==> src/rtl/hirq_pkg.sv <==
package hirq_pkg;
  localparam int NSRC     = 2;
  localparam int ADDR_CLR0 = 'h42;
  localparam int ADDR_EN   = 'h4F;
  localparam int ADDR_STAT = 'h50;
  localparam int MASTER_BIT = 7;
  localparam int FIRST_SRC_BIT = 2;

  function automatic int src_bit(input int idx);
    return FIRST_SRC_BIT + idx;
  endfunction

  function automatic int clr_addr(input int idx);
    return ADDR_CLR0 + idx;
  endfunction
endpackage

==> src/rtl/hirq_src_cell.sv <==
module hirq_src_cell (
  input  logic clk,
  input  logic rst,
  input  logic evt,
  input  logic clr,
  output logic pend
);
  always_ff @(posedge clk) begin
    if (rst)      pend <= 1'b0;
    else if (evt) pend <= 1'b1;
    else if (clr) pend <= 1'b0;
  end
endmodule

==> src/rtl/hirq_en_reg.sv <==
module hirq_en_reg #(
  parameter int DW = 8
) (
  input  logic          clk,
  input  logic          rst,
  input  logic          wr_hit,
  input  logic [DW-1:0] wdata,
  output logic [DW-1:0] en_q
);
  always_ff @(posedge clk) begin
    if (rst)         en_q <= '0;
    else if (wr_hit) en_q <= wdata;
  end
endmodule

==> src/rtl/hirq_rd_port.sv <==
module hirq_rd_port #(
  parameter int AW = 8,
  parameter int DW = 8
) (
  input  logic          clk,
  input  logic          rst,
  input  logic          re,
  input  logic [AW-1:0] addr,
  input  logic [DW-1:0] en_q,
  input  logic [DW-1:0] stat_vec,
  output logic [DW-1:0] rdata
);
  import hirq_pkg::*;

  always_ff @(posedge clk) begin
    if (rst || !re) begin
      rdata <= '0;
    end else if (addr == AW'(ADDR_EN)) begin
      rdata <= en_q;
    end else if (addr == AW'(ADDR_STAT)) begin
      rdata <= stat_vec;
    end else begin
      rdata <= '0;
    end
  end
endmodule

==> src/rtl/hostirq_ctrl.sv <==
module hostirq_ctrl #(
  parameter int AW = 8,
  parameter int DW = 8
) (
  input  logic          clk,
  input  logic          rst,
  input  logic [AW-1:0] bus_addr,
  input  logic [DW-1:0] bus_wdata,
  input  logic          bus_we,
  input  logic          bus_re,
  output logic [DW-1:0] bus_rdata,
  input  logic          tx_evt,
  input  logic          rx_evt,
  output logic          irq_n
);
  import hirq_pkg::*;

  logic [NSRC-1:0] evt_vec;
  logic [NSRC-1:0] clr_vec;
  logic [NSRC-1:0] pend;
  logic [NSRC-1:0] src_en;
  logic [DW-1:0]   en_q;
  logic [DW-1:0]   stat_vec;
  logic            en_hit;

  assign evt_vec = {rx_evt, tx_evt};
  assign en_hit  = bus_we && (bus_addr == AW'(ADDR_EN));

  hirq_en_reg #(.DW(DW)) u_en (
    .clk(clk), .rst(rst), .wr_hit(en_hit), .wdata(bus_wdata), .en_q(en_q)
  );

  for (genvar g = 0; g < NSRC; g++) begin : g_src
    assign clr_vec[g] = bus_we && (bus_addr == AW'(clr_addr(g))) &&
                        (bus_wdata == '0);
    assign src_en[g]  = en_q[src_bit(g)];
    hirq_src_cell u_cell (
      .clk(clk), .rst(rst), .evt(evt_vec[g]), .clr(clr_vec[g]), .pend(pend[g])
    );
  end

  always_comb begin
    stat_vec = '0;
    for (int i = 0; i < NSRC; i++) stat_vec[src_bit(i)] = pend[i];
  end

  hirq_rd_port #(.AW(AW), .DW(DW)) u_rd (
    .clk(clk), .rst(rst), .re(bus_re), .addr(bus_addr),
    .en_q(en_q), .stat_vec(stat_vec), .rdata(bus_rdata)
  );

  always_ff @(posedge clk) begin
    if (rst) irq_n <= 1'b1;
    else     irq_n <= !(en_q[MASTER_BIT] && |(pend & src_en));
  end
endmodule

==> config.mk <==
export PLATFORM = sky130hd
export DESIGN_NAME = hostirq_ctrl
export DESIGN_NICKNAME = d
export VERILOG_FILES = /design/src/rtl/hirq_pkg.sv /design/src/rtl/hirq_src_cell.sv /design/src/rtl/hirq_en_reg.sv /design/src/rtl/hirq_rd_port.sv /design/src/rtl/hostirq_ctrl.sv
export SDC_FILE = /design/constraint.sdc
export NUM_CORES = 1
export LEC_CHECK = 0
export ABC_CLOCK_PERIOD_IN_PS = 1700
export BUFFER_PORTS_ARGS = -buffer_cell sky130_fd_sc_hd__buf_2
export CORE_UTILIZATION = 46
export DETAILED_ROUTE_END_ITERATION = 12
export PLACE_DENSITY = 0.83
export SLEW_MARGIN = 30
export SYNTH_ARGS = -nofsm -noshare
export SYNTH_HDL_FRONTEND = slang
export SYNTH_SLANG_ARGS = --single-unit
==> constraint.sdc <==
create_clock -name clk -period 1.7 [get_ports clk]
set_input_delay 0.085 -clock clk [delete_from_list [all_inputs] [get_ports clk]]
set_output_delay 0.085 -clock clk [all_outputs]
set_load 0.005 [all_outputs]
==> reports/metrics.yaml <==
finalWeightedCongestion: 0.743
clock_sinks: 19
synth_largest_area_cell: "dfxtp_1"
ys_seq_area_frac: 0.476
slew_headroom: 0.664
area_delta_synth_final_pct: 25.5
rsz0062_at_grt: "false"
hold_class: "input pin to register"
ctsResizeCount: 0
syn_nets: 98
die_w_um: 43.7
max_freq_mhz: 941
power_density_mw_per_mm2: 732
tightestPinTransition_ns: 0.499
startpoint_type: "input pin"
cts_setup_buffers: 0
required_ns: 1.93
cp-end-kind: "register"
grt_max_degree: 20
die_area_mm2: 0.00191
routed_wl_mm: 1.52
clk_pin_slew_worst_paths_ns: 0.10
drc: 3
maxSlewViolCount: 0
ys_types: 20
path_class: "input pin to register"
hold_slack_ns: 0.0344
via_count: 676
status: "finished with violations"
peakVddDrop_mv: 0.379
row_count: 14
syn_area_um2: 798
cp_max_fo: 3
drt_pass1_iterations: 8
first_global_vias: 642
timing.final.crit_share: 0.625
grt_pass1_wl_mm: 2.70
drive_gt1_frac: 0.373
cts_tree: "done"
design.core.area_mm2: 0.00156
p_leak_nw: 0.425
min_period_ns: 1.06
cts-buffers-inserted: 3
initial_utilization: 0.512
synth_seq_cells: 19
nNetsFinal: 133
io_pins: 31
finalClockSkew_ns: 0.000660
cp.arrival_ns: 1.29
setup_viol: 0
ant_nets: 0
cts-hold-fix-buffers: 0
cts-root-buf: "clkbuf_4"
netlist_instances: 76
dp_hpwl_mm: 1.24
yosys_warnings: 0
clock_latency_ns: 0.28
viasPerCell: 5.37
grt.total_usage: 0.192
synthTopCellsByArea: "dfxtp_1, nand2b_1, mux2i_1"
timing.reg2reg.setup_slack_ns: 0.85
fin_setup_tns_ns: 0
antenna_found_initial: 0
maxCapViolations: 0
fill_cells: 135
grt_overflow: 0
finalPower_mw: 0.734
cts_max_path_buffers: 2
violations: "design-rule violations"
hold_viol_final: 0
drt_iter0_markers: 15
diodes: 0
synth_top_area_frac: 0.476
syn_avg_cell_area_um2: 10.5
io_buffers: 30
wire_per_inst_um: 12.0
h-tree-depth: 1
die-height_um: 43.7
-- critical path, stage by stage --
cell	delay, ns
buf_2	0.10
or3b_4	0.42
nor4_1	0.49
a22o_1	0.20
-- worst paths after layout --
path	from	endpoint	cells after the start
worst max-delay path	bus_addr[5]	u_rd.rdata[2]	4
worst min-delay path	bus_addr[0]	g_src[1].u_cell.pend	2
worst max register to register	u_en.en_q[3]	irq_n	2
worst min register to register	u_en.en_q[7]	u_rd.rdata[7]	1
-- final cells by class --
| class | count | area, um^2 | area share |
|---|---|---|---|
| clock buffers | 4 | 26.3 | 0.0262 |
| inverters | 3 | 11.3 | 0.0112 |
| multi-input cells | 52 | 399 | 0.398 |
| flip-flops and latches | 19 | 380 | 0.380 |
| well taps | 16 | 20.0 | 0.0200 |
| repair buffers | 32 | 165 | 0.165 |
-- kinds of logic (layout without fill, tap and decap cells) --
| kind of cell | after synthesis | after routing | synth area share |
|---|---|---|---|
| AND/OR/NAND/NOR | 39 | 39 | 0.348 |
| flip-flops | 19 | 19 | 0.476 |
| multiplexers | 8 | 8 | 0.100 |
| AO/OA/AOI/OAI | 5 | 5 | 0.0517 |
| buffers and inverters | 5 | 39 | 0.0235 |
-- Yosys cell counts (all sizes together) --
cell	count
nor4	4
or3b	2
nor4b	3
a211oi	1
clkbuf	2
a22oi	1
and4	1
nor2	3
or2	2
and2	6
nand4b	1
a22o	2
dfxtp	19
a311oi	1
inv	3
nand2b	17
mux2i	8
-- layout by cell type, fill, tap and decap left out, types with 2 or more instances in the layout --
master,n
a22o_1,2
and2_1,6
buf_2,30
buf_4,2
clkbuf_4,3
dfxtp_1,19
inv_1,3
mux2i_1,8
nand2b_1,17
nor2_1,3
nor4_1,2
nor4b_1,3
or2_2,2
-- routing by layer --
metal  track usage  up-vias  share of wire
li1              -      336              -
met1         0.238      319           0.46
met2         0.331       19           0.49
met3        0.0250        2          0.036
met4        0.0813        0          0.013
met5             0        -              0
-- registers in the layout, summed over array words and instances, names as in the netlist --
name               cells
irq_n                  1
g_src.u_cell.pend      2
u_rd.rdata             8
u_en.en_q              8
-- report_power, final --
part           total (mW)  switching, mW  internal, mW  leakage, nW
registers           0.451        0.00260         0.449        0.154
logic              0.0652         0.0303        0.0349        0.256
clock network       0.218          0.127        0.0909       0.0150
total               0.734          0.160         0.574        0.425
-- metrics by stage --
step                utilization  instance area (um^2)  worst slack, ns  instances
finish                    0.643                  1000            0.637        126
global route              0.643                  1000            0.594        126
CTS                       0.643                  1000            0.646        126
detailed placement        0.626                   976            0.342        122
global placement          0.626                   976            0.389        122
floorplan                     -                   798            0.392         76
Power figures use the tool's default switching activity.
